`config.mk`:
```
export PLATFORM = sky130hd
export DESIGN_NAME = spi_reg_engine
export DESIGN_NICKNAME = d
export VERILOG_FILES = /design/src/rtl/spi_reg_pkg.sv /design/src/rtl/spi_reg_ctrl.sv /design/src/rtl/spi_reg_dp.sv /design/src/rtl/spi_reg_engine.sv
export SDC_FILE = /design/constraint.sdc
export NUM_CORES = 1
export LEC_CHECK = 0
export CELL_PAD_IN_SITES_DETAIL_PLACEMENT = 0
export CELL_PAD_IN_SITES_GLOBAL_PLACEMENT = 1
export CORE_MARGIN = 2
export CORE_UTILIZATION = 34
export DETAILED_ROUTE_END_ITERATION = 7
export GPL_TIMING_DRIVEN = 0
export HOLD_SLACK_MARGIN = 0.05
export PLACE_DENSITY = 0.57
export SYNTH_ARGS = -nofsm -noshare
export SYNTH_HDL_FRONTEND = slang
export SYNTH_SLANG_ARGS = --single-unit
```
`constraint.sdc`:
```
create_clock -name clk -period 7 [get_ports clk]
set_input_delay 1.4 -clock clk [delete_from_list [all_inputs] [get_ports clk]]
set_output_delay 1.4 -clock clk [all_outputs]
set_load 0.05 [all_outputs]
```
`src/rtl/spi_reg_pkg.sv`:
```
package spi_reg_pkg;

  localparam int ADDR_W = 7;
  localparam int DATA_W = 8;

  localparam int CFG_CPHA_BIT  = 0;
  localparam int CFG_CPOL_BIT  = 1;
  localparam int CFG_CRC_BIT   = 2;
  localparam int CFG_TWO_BIT   = 3;
  localparam int CFG_POLY_BIT  = 4;

  localparam logic [7:0] POLY_MAIN = 8'h2F;
  localparam logic [7:0] POLY_ALT  = 8'h1D;
  localparam logic [7:0] CRC_SEED  = 8'hFF;

  typedef enum logic [1:0] {
    FMT_ONE = 2'd0,
    FMT_TWO = 2'd1,
    FMT_CRC = 2'd2
  } frameFmt_e;

  // strobes and frame state from control to datapath
  typedef struct packed {
    logic        active;   // nCS low (synchronised)
    logic        start;    // frame begins
    logic        shift;    // SDI bit sampled
    logic        sdiBit;   // sampled bit value
    logic        load;     // a full byte completes with this bit
    logic [1:0]  loadIdx;  // which byte completes
    logic        fetch;    // capture register read data
    logic        commit;   // apply a write
    logic        hiSel;    // second step of a two-register access
    logic [4:0]  pos;      // bits sampled so far
    frameFmt_e   fmt;      // format latched for this frame
  } ctlStrb_t;

  function automatic logic [7:0] crcByte(input logic [7:0] crcIn,
                                         input logic [7:0] din,
                                         input logic [7:0] poly);
    logic [7:0] c;
    c = crcIn;
    for (int i = 7; i >= 0; i--) begin
      if (c[7] ^ din[i]) c = {c[6:0], 1'b0} ^ poly;
      else               c = {c[6:0], 1'b0};
    end
    return c;
  endfunction

  function automatic logic [7:0] crcPair(input logic [7:0] first,
                                         input logic [7:0] second,
                                         input logic [7:0] poly);
    return crcByte(crcByte(CRC_SEED, first, poly), second, poly) ^ 8'hFF;
  endfunction

endpackage

```
`src/rtl/spi_reg_ctrl.sv`:
```
module spi_reg_ctrl
  import spi_reg_pkg::*;
#(
  parameter int SYNC_STAGES = 2
) (
  input  logic      clk,
  input  logic      rstN,
  input  logic      csN,
  input  logic      sclk,
  input  logic      sdi,
  input  logic      cfgCpol,
  input  logic      cfgCpha,
  input  frameFmt_e cfgFmt,
  input  logic      crcOk,
  output ctlStrb_t  ctl,
  output logic      spiErr
);

  localparam int LAST = SYNC_STAGES - 1;
  localparam logic [4:0] LEN_SHORT = 5'd16;
  localparam logic [4:0] LEN_LONG  = 5'd24;

  logic [LAST:0] csPipe, sclkPipe, sdiPipe;
  logic csS, sclkS, sdiS, csD, sclkD;
  logic frameFall, frameRise, samplePulse;
  logic lenOk, frameOk, secondStep, isWrite;
  ctlStrb_t st;

  always_ff @(posedge clk or negedge rstN) begin
    if (!rstN) begin
      csPipe   <= '1;
      sclkPipe <= '0;
      sdiPipe  <= '0;
      csD      <= 1'b1;
      sclkD    <= 1'b0;
    end else begin
      csPipe   <= {csPipe[LAST-1:0], csN};
      sclkPipe <= {sclkPipe[LAST-1:0], sclk};
      sdiPipe  <= {sdiPipe[LAST-1:0], sdi};
      csD      <= csS;
      sclkD    <= sclkS;
    end
  end

  assign csS   = csPipe[LAST];
  assign sclkS = sclkPipe[LAST];
  assign sdiS  = sdiPipe[LAST];

  assign frameFall = csD & ~csS;
  assign frameRise = ~csD & csS;
  // leading edge when CPHA=0, trailing edge when CPHA=1
  assign samplePulse = ~csS & (sclkS ^ sclkD) & (sclkS ^ cfgCpol ^ cfgCpha);

  assign lenOk      = st.pos == ((st.fmt == FMT_ONE) ? LEN_SHORT : LEN_LONG);
  assign frameOk    = lenOk && (st.fmt != FMT_CRC || crcOk);
  assign secondStep = (st.fetch || st.commit) && !st.hiSel && st.fmt == FMT_TWO;

  always_ff @(posedge clk or negedge rstN) begin
    if (!rstN) begin
      st      <= '0;
      isWrite <= 1'b0;
      spiErr  <= 1'b0;
    end else begin
      st.active  <= ~csS;
      st.start   <= frameFall;
      st.shift   <= samplePulse;
      st.sdiBit  <= sdiS;
      st.load    <= samplePulse && st.pos[4:3] != 2'd3 && st.pos[2:0] == 3'd7;
      st.loadIdx <= st.pos[4:3];
      st.fetch   <= (st.load && st.loadIdx == 2'd0) || (st.fetch && secondStep);
      st.commit  <= (frameRise && frameOk && isWrite) || (st.commit && secondStep);
      st.hiSel   <= secondStep;
      if (frameFall) begin
        st.pos <= '0;
        st.fmt <= cfgFmt;
      end else if (samplePulse && st.pos != 5'd31) begin
        st.pos <= st.pos + 5'd1;
      end
      if (samplePulse && st.pos == 5'd7) isWrite <= sdiS;
      if (frameRise && !frameOk) spiErr <= 1'b1;
    end
  end

  assign ctl = st;

  AST_ERR_STICKY: assert property (@(posedge clk) disable iff (!rstN)
    spiErr |=> spiErr);
  AST_COMMIT_LEN: assert property (@(posedge clk) disable iff (!rstN)
    st.commit |-> (st.pos == LEN_SHORT || st.pos == LEN_LONG));

endmodule

```
`src/rtl/spi_reg_dp.sv`:
```
module spi_reg_dp
  import spi_reg_pkg::*;
#(
  parameter logic [ADDR_W-1:0] CFG_ADDR = 7'h09
) (
  input  logic              clk,
  input  logic              rstN,
  input  ctlStrb_t          ctl,
  input  logic [DATA_W-1:0] intVec,
  input  logic [DATA_W-1:0] regRdata,
  output logic [ADDR_W-1:0] regAddr,
  output logic [DATA_W-1:0] regWdata,
  output logic              regWe,
  output logic              sdo,
  output logic              cfgCpol,
  output logic              cfgCpha,
  output frameFmt_e         cfgFmt,
  output logic              crcOk
);

  logic [6:0]        rxShift;
  logic [DATA_W-1:0] cmdB, dat0, dat1, vecHold, tx1, tx2, cfg;
  logic [ADDR_W-1:0] curAddr;
  logic [DATA_W-1:0] rdByte, wrByte, byte2, curByte, poly, txCrc;
  logic              hitCfg;

  assign curAddr = cmdB[7:1] + {{(ADDR_W-1){1'b0}}, ctl.hiSel};
  assign hitCfg  = curAddr == CFG_ADDR;
  assign rdByte  = hitCfg ? cfg : regRdata;
  assign wrByte  = ctl.hiSel ? dat1 : dat0;
  assign poly    = cfg[CFG_POLY_BIT] ? POLY_ALT : POLY_MAIN;
  assign txCrc   = crcPair(vecHold, tx1, poly);
  assign crcOk   = crcPair(cmdB, dat0, poly) == dat1;

  always_ff @(posedge clk or negedge rstN) begin
    if (!rstN) begin
      rxShift <= '0;
      cmdB    <= '0;
      dat0    <= '0;
      dat1    <= '0;
      vecHold <= '0;
      tx1     <= '0;
      tx2     <= '0;
      cfg     <= '0;
    end else begin
      if (ctl.start) begin
        vecHold <= intVec;
        rxShift <= '0;
      end
      if (ctl.shift) begin
        rxShift <= {rxShift[5:0], ctl.sdiBit};
        if (ctl.load) begin
          case (ctl.loadIdx)
            2'd0:    cmdB <= {rxShift, ctl.sdiBit};
            2'd1:    dat0 <= {rxShift, ctl.sdiBit};
            2'd2:    dat1 <= {rxShift, ctl.sdiBit};
            default: ;
          endcase
        end
      end
      if (ctl.fetch) begin
        if (ctl.hiSel) tx2 <= rdByte;
        else           tx1 <= rdByte;
      end
      if (ctl.commit && hitCfg) cfg <= wrByte;
    end
  end

  assign regAddr  = curAddr;
  assign regWdata = wrByte;
  assign regWe    = ctl.commit && !hitCfg;

  always_comb begin
    case (ctl.fmt)
      FMT_TWO: byte2 = tx2;
      FMT_CRC: byte2 = txCrc;
      default: byte2 = '0;
    endcase
    case (ctl.pos[4:3])
      2'd0:    curByte = vecHold;
      2'd1:    curByte = tx1;
      2'd2:    curByte = byte2;
      default: curByte = '0;
    endcase
  end

  assign sdo = ctl.active & curByte[3'd7 - ctl.pos[2:0]];

  assign cfgCpha = cfg[CFG_CPHA_BIT];
  assign cfgCpol = cfg[CFG_CPOL_BIT];
  assign cfgFmt  = cfg[CFG_TWO_BIT] ? FMT_TWO : (cfg[CFG_CRC_BIT] ? FMT_CRC : FMT_ONE);

  AST_WE_DESELECTED: assert property (@(posedge clk) disable iff (!rstN)
    regWe |-> !ctl.active);
  AST_HI_TWO_ONLY: assert property (@(posedge clk) disable iff (!rstN)
    ctl.hiSel |-> ctl.fmt == FMT_TWO);
  AST_CRC_GATE: assert property (@(posedge clk) disable iff (!rstN)
    (regWe && ctl.fmt == FMT_CRC) |-> crcOk);
  AST_CFG_FRAME_STABLE: assert property (@(posedge clk) disable iff (!rstN)
    (ctl.active && $past(ctl.active)) |-> $stable(cfg));

endmodule

```
`src/rtl/spi_reg_engine.sv`:
```
module spi_reg_engine
  import spi_reg_pkg::*;
#(
  parameter int                SYNC_STAGES = 2,
  parameter logic [ADDR_W-1:0] CFG_ADDR    = 7'h09
) (
  input  logic              clk,
  input  logic              rstN,
  input  logic              csN,
  input  logic              sclk,
  input  logic              sdi,
  output logic              sdo,
  input  logic [DATA_W-1:0] intVec,
  output logic [ADDR_W-1:0] regAddr,
  output logic [DATA_W-1:0] regWdata,
  output logic              regWe,
  input  logic [DATA_W-1:0] regRdata,
  output logic              spiErr
);

  ctlStrb_t  ctl;
  logic      cfgCpol, cfgCpha, crcOk;
  frameFmt_e cfgFmt;

  spi_reg_ctrl #(.SYNC_STAGES(SYNC_STAGES)) uCtrl (
    .clk(clk), .rstN(rstN), .csN(csN), .sclk(sclk), .sdi(sdi),
    .cfgCpol(cfgCpol), .cfgCpha(cfgCpha), .cfgFmt(cfgFmt), .crcOk(crcOk),
    .ctl(ctl), .spiErr(spiErr)
  );

  spi_reg_dp #(.CFG_ADDR(CFG_ADDR)) uDp (
    .clk(clk), .rstN(rstN), .ctl(ctl), .intVec(intVec), .regRdata(regRdata),
    .regAddr(regAddr), .regWdata(regWdata), .regWe(regWe), .sdo(sdo),
    .cfgCpol(cfgCpol), .cfgCpha(cfgCpha), .cfgFmt(cfgFmt), .crcOk(crcOk)
  );

endmodule

```
# ---- After elaboration in Yosys (flattened, before gate mapping)
# Cells that the tools add are included.
dict set report classes {
  n_addsub 3
  n_mul 0
  div_mod_pow 0
  order_cmp 1
  n_eq_ne 14
  shifts 0
  muxes 46
  n_bitwise 74
  n_reduce_logical 32
}
# op count
set ops {}
lappend ops {{$mux W8} 34}
lappend ops {{$xor A8 B8 Y8} 30}
lappend ops {{$xor A1 B1 Y1} 33}
lappend ops {{$pmux W8 S3} 1}
lappend ops {{$not A8 Y8} 2}
lappend ops {{$pmux W8 S2} 1}
lappend ops {{$logic_and A1 B1 Y1} 15}
lappend ops {{$mux W7} 2}
lappend ops {{$mux W5} 2}
lappend ops {{$reduce_and A3 Y1} 3}
lappend ops {{$eq A8 B8 Y1} 1}
lappend ops {{$add A7 B1 Y7} 1}
lappend ops {{$eq A7 B4 Y1 const B} 1}
lappend ops {{$not A7 Y7} 1}
lappend ops {{$eq A2 B1 Y1 const B} 3}
lappend ops {{$eq A2 B2 Y1 const B} 3}
lappend ops {{$logic_not A2 Y1} 3}
lappend ops {{$mux W6} 1}
lappend ops {{$add A5 B1 Y5 const B} 1}
lappend ops {{$and A1 B1 Y1} 5}
lappend ops {{$eq A5 B3 Y1 const B} 1}
lappend ops {{$eq A5 B5 Y1} 1}
lappend ops {{$ne A5 B5 Y1 const B} 1}
lappend ops {{$logic_or A1 B1 Y1} 4}
lappend ops {{other kinds (12)} 20}
dict set report totals {
  reg_bits 90
  latch_bits 0
  mem_bits_rw 0
  mem_bits_ro 0
  out_inout_bits 18
  wordCells 196
  memories 0
}

# ---- Logic depth before layout (Yosys ltp)
dict set report depth {
  depth_word 40
  ltp_mapped 18
}

# ---- By module
# From an unflattened synthesis, not the netlist that was laid out.
dict set report unflattened {
  hier_cells 640
  hier_area_um2 6977.9
}
# mod instances cells_each area_per_inst_um2
set modules_own_cells {}
lappend modules_own_cells {spi_reg_dp 1 563 5948.2}
lappend modules_own_cells {spi_reg_ctrl 1 77 1029.7}

# ---- Worst setup path before layout
# OpenSTA, ideal clock, no wires.
dict set report synth_path {
  kind {reg-to-output}
  start {register uDp.cfg[4]}
  end {output port sdo}
  arrival_ps 5072
  t_required_ps 5600
  setup_slack_ps 528
  stages_incl_launch_ff 19
  path_cell_list {dfrtp_1 -> buf_2 -> clkinv_1 -> clkbuf_1 -> clkbuf_1 -> ha_1 -> buf_4 -> xor2_4 -> xor2_2 -> xnor3_2 -> mux2i_2 -> mux2i_1 -> o21ai_0 -> xor2_4 -> xnor2_1 -> xnor2_1 -> o21ai_0 -> nand3_1 -> a311oi_2}
}
dict set report synth_via {
  elab_chain_cells 39
}
# element line_no
set synth_rtl {}
lappend synth_rtl {{start: declaration} spi_reg_dp.sv:22} ;# logic [DATA_W-1:0] cmdB, dat0, dat1, vecHold, tx1, tx2, cfg;
lappend synth_rtl {{start signal: assignment} spi_reg_dp.sv:65} ;# if (ctl.commit && hitCfg) cfg <= wrByte;
lappend synth_rtl {{$mux W6 (*)} spi_reg_dp.sv:31} ;# assign poly = cfg[CFG_POLY_BIT] ? POLY_ALT : POLY_MAIN;
lappend synth_rtl {{$not A7 Y7 (no line)} n/a}
lappend synth_rtl {{$mux W8} spi_reg_pkg.sv:43} ;# if (c[7] ^ din[i]) c = {c[6:0], 1'b0} ^ poly;
lappend synth_rtl {{$xor A8 B8 Y8} spi_reg_pkg.sv:43}
lappend synth_rtl {{$mux W8} spi_reg_pkg.sv:43}
lappend synth_rtl {{$xor A8 B8 Y8} spi_reg_pkg.sv:43}
lappend synth_rtl {{$mux W8} spi_reg_pkg.sv:43}
lappend synth_rtl {{$xor A8 B8 Y8 or $xor A1 B1 Y1 (tied branches)} spi_reg_pkg.sv:43}
lappend synth_rtl {{[23 not listed]} n/a}
lappend synth_rtl {{$xor A1 B1 Y1 or $xor A8 B8 Y8 (tied branches)} spi_reg_pkg.sv:43}
lappend synth_rtl {{$mux W8 (*)} spi_reg_pkg.sv:43}
lappend synth_rtl {{$not A8 Y8 (no line) (*)} n/a}
lappend synth_rtl {{$pmux W8 S2 (*)} spi_reg_dp.sv:74} ;# case (ctl.fmt)
lappend synth_rtl {{$pmux W8 S3 (*)} spi_reg_dp.sv:79} ;# case (ctl.pos[4:3])
lappend synth_rtl {{$bmux W1 S3 (*)} spi_reg_dp.sv:87} ;# assign sdo = ctl.active & curByte[3'd7 - ctl.pos[2:0]];
lappend synth_rtl {{$mux W1 (not written as such) (*)} spi_reg_dp.sv:87}
lappend synth_rtl {{$and A1 B1 Y1 (*)} spi_reg_dp.sv:87}
lappend synth_rtl {{end: declaration} spi_reg_engine.sv:12} ;# output logic sdo,
# Mark *: on every way between the ends. The rest lies on a longest branch, timed or not. The select of a mux whose other input is x is not followed.

# ---- Final worst setup path
# Ends and elaborated chain as after synthesis.

==> impl_metrics.csv <==
group,metric,value,unit
grt,grt_pass1_vias,4890,
logic_synthesis,async_flop_share,100.0,%
sta,grt_setup_unrepaired,"no",
drt,via_per_inst,4.972,
grt,antenna_found_initial,0,
logic_synthesis,synth_top_cell_by_area,"dfrtp_1",
pwr,peakVddDrop,497.3,uV
finish,fillers,1906,
finish,drive_above_1_share,16.52,%
worst_setup_path,slowest_stage,"xnor3_2",
grt,grt_pass1_wl,29.08,mm
drt,ant_nets,0,
placed_design,place_area,7495,sq um
worst_setup_path,cp-start-kind,"flop",
sta,finalSetupViolCount,0,
finish,antenna_cells,0,
clock_network,clk_pin_slew,0.07,ns
floorplanning,die_x,145.0,microns
clock_network,htreeDepth,3,
clock_network,clk_latency,0.35,ns
placed_design,io_buffers,38,
logic_synthesis,ys_warn_count,0,
grt,grt_max_degree,47,
logic_synthesis,syn_inst,630,
finish,syn_to_final_growth,17.90,%
pwr,switching_share,42.13,%
placed_design,gp_congestion,0.8336,
grt,overflow,0,
finish,fin_area,7968,sq um
clock_network,numClockSinks,90,
floorplanning,die_area,21020,sq um
grt,grt.total_usage,17.82,%
worst_setup_path,critPathMaxStageDelay,0.45,ns
logic_synthesis,ys.flop_type,"dfrtp_1",
placed_design,place_hpwl,14.04,mm
logic_synthesis,ys_ff_latch,90,
sta,hold_violations,0,
worst_setup_path,arrival,5.26,ns
logic_synthesis,synth_enable_flop_cells,0,
worst_setup_path,critPathRequiredTime,5.60,ns
sta,slew_violations,0,
pwr,pwr-share-comb,67.6,%
sta,fmax,0.1501,GHz
drt,drc,0,
worst_setup_path,worstSetupEndpointType,"output port",
finish,nets,717,
clock_network,cts_buffers,9,
worst_setup_path,setup.worst_path.class,"reg2out",
hold_path,hold_class,"reg2reg",
sta,period_share,95.20,%
logic_synthesis,yosysMostFrequentCell,"xnor2_1",
worst_setup_path,crit_fanout,11,
logic_synthesis,ys_seq_area_share,33.38,%
logic_synthesis,synth.distinct_cells,61,
drt,routed_wl,18.08,mm
sta,tns,0,ns
floorplanning,design.core.area,19460,sq um
logic_synthesis,synth_top_area_share,32.22,%
floorplanning,initial_core_util,34.72,%
clock_network,cts_max_path_buffers,2,
pwr,p_leak,3.429,nW
drt,wl_per_cell,18.93,microns
pwr,p_int,1.967,mW
sta,worst_clock_skew,0.008458,ns
logic_synthesis,yosys-top-cells-count,"xnor2_1 (91), dfrtp_1 (87), mux2_2 (48)",
drt,drtIter0Drc,268,
sta,worst_slew_pin_slew,0.8541,ns
clock_network,cts_tree,"yes",
pwr,power.density,426.6,nW/um^2
logic_synthesis,syn_area_per_cell,10.73,sq um
logic_synthesis,syn_area,6758,sq um
sta,max_slew_margin,42.62,%
floorplanning,io_pins,39,
worst_setup_path,path_cells,"buf_2 > clkinv_2 > buf_2 > clkbuf_4 > ha_1 > buf_4 > xor2_4 > xor2_2 > xnor3_2 > mux2i_4 > mux2i_4 > o21ai_1 > xor2_4 > xnor2_1 > xnor2_1 > o21ai_0 > nand3_1 > a311oi_2 > buf_4",
outcome,status,"completed",
pwr,power.share.sequential,16.3,%
pwr,p_clk_share,16.1,%
pwr,net-switching-power,1.432,mW
floorplanning,rows,51,
logic_synthesis,synthesis.nets,662,
sta,holdWs,0.3577,ns
clock_network,root_buffer,"clkbuf_16",
drt,vias,4748,
floorplanning,die_h,145.0,microns
drt,drt_first_pass_iters,5,
sta,period_needed,6.664,ns
flow_run,maxCapViolCount,0,
logic_synthesis,synthTopCellsByArea,"dfrtp_1 (32%), xnor2_1 (12%), mux2_2 (8.0%)",
## cells in the final DEF, fill, tap and decap left out, types with 3 or more instances in the layout
cell type        count
dfrtp_1             87
xor2_1              44
and3_1               4
o21ai_0             37
buf_4                9
xor3_1               6
ha_1                11
nand4_1              3
buf_1                4
o211ai_1             4
nor2_1              36
xnor3_1             20
mux2_2              48
clkdlybuf4s50_1     36
o21ai_1              3
a21oi_1             22
nor2b_1              7
inv_1                9
buf_2                9
nand3_1             10
xor2_2               3
nor3_1               5
nand2_1             43
nand3b_1             3
clkbuf_1            16
xnor2_2              6
xnor2_1             86
dfstp_2              3
nand2b_1            11
clkbuf_16            9
xnor3_2              3
mux2i_1             41
mux2i_4              3
## worst max-delay path, delay by kind of cell, from the launching register on
family | cells | cell delay, ns
buffers and inverters | 6 | 1.37
xor gates and xnor gates | 6 | 1.44
muxes | 2 | 0.73
AOI/OAI and AO/OA | 3 | 0.68
and+or+nand+nor | 1 | 0.13
adders and majority gates | 1 | 0.23
DFF | 1 | 0.32
## layout make-up
class	count	area [sq um]	area share, %
timing repair buffer	44	440.4	5.528
buffer	33	153.9	1.932
multi-input combinational	497	4413	55.39
clock buffer	10	239.0	2.999
inverter	10	38.79	0.4868
tap	265	331.6	4.161
clock inverter	6	95.09	1.193
sequential	90	2256	28.31
## flip-flops by register name, indices dropped and copies added (netlist names), 7 cells and up
name         count
uCtrl.ctl       17
uDp.cfg          8
uDp.cmdB         8
uDp.dat0         8
uDp.dat1         8
uDp.rxShift      7
uDp.tx1          8
uDp.tx2          8
uDp.vecHold      8
## repair_timing
item                       CTS  global route
setup endpoints to repair    1             1
buffers inserted             0             5
pin swaps                    0             2
gates resized for setup     16             9
hold buffers                 0             0
## worst paths after layout
check	from	endpoint	slack, ns	cells past startpoint
max	uDp.cfg[4]	sdo	0.34	19
min in group asynchronous	rstN	uDp.rxShift[3]	1.07	1
min reg2reg	uCtrl.sdiPipe[0]	uCtrl.sdiPipe[1]	0.36	0
min	uCtrl.sdiPipe[0]	uCtrl.sdiPipe[1]	0.36	0
max in group asynchronous	rstN	uCtrl.csPipe[1]	5.23	2
max reg2reg	uDp.cfg[4]	uCtrl.spiErr	1.46	18
## layer usage
metal  GRT usage, %  wire length, microns  vias to the layer above  share of wire, %
li1               -                     -                     2278                 -
met1          26.39                  9213                     2390                51
met2          28.00                  8257                       66                46
met3          1.667                   405                       14               2.2
met4          4.554                   199                        0               1.1
met5              0                     0                        -                 0
## kinds of logic after synthesis
| kind of cell | synth area share [%] |
|---|---|
| AO/OA/AOI/OAI | 7.517 |
| XOR/XNOR | 29.90 |
| adder cells (fa/ha/maj) | 2.037 |
| buffers and inverters | 2.758 |
| flip-flops | 33.38 |
| multiplexers | 14.78 |
| AND/OR/NAND/NOR | 9.628 |
## through the flow
| stage | util (%) | total power, mW | std cells | setup slack [ns] |
|---|---|---|---|---|
| final | 40.94 | 3.399 | 955 | 0.3360 |
| after global routing | 40.94 | 3.602 | 955 | 0.02533 |
| after CTS | 40.47 | 3.282 | 950 | 0.03307 |
| after detailed placement | 38.51 | 2.639 | 934 | -1.002 |
| after global placement | 38.38 | 2.637 | 933 | -1.022 |
| after floorplan | - | 2.246 | 630 | 0.5283 |
## power groups by stage
stage          registers (mW)  logic [mW]  clock network (mW)
2_1_floorplan           0.555        1.69                   0
3_3_place_gp            0.564        2.07                   0
3_5_place_dp            0.565        2.07                   0
4_1_cts                 0.555        2.16               0.566
5_1_grt                 0.557        2.46               0.581
6_report                0.555        2.30               0.547
(Power assumes the default switching activity.)
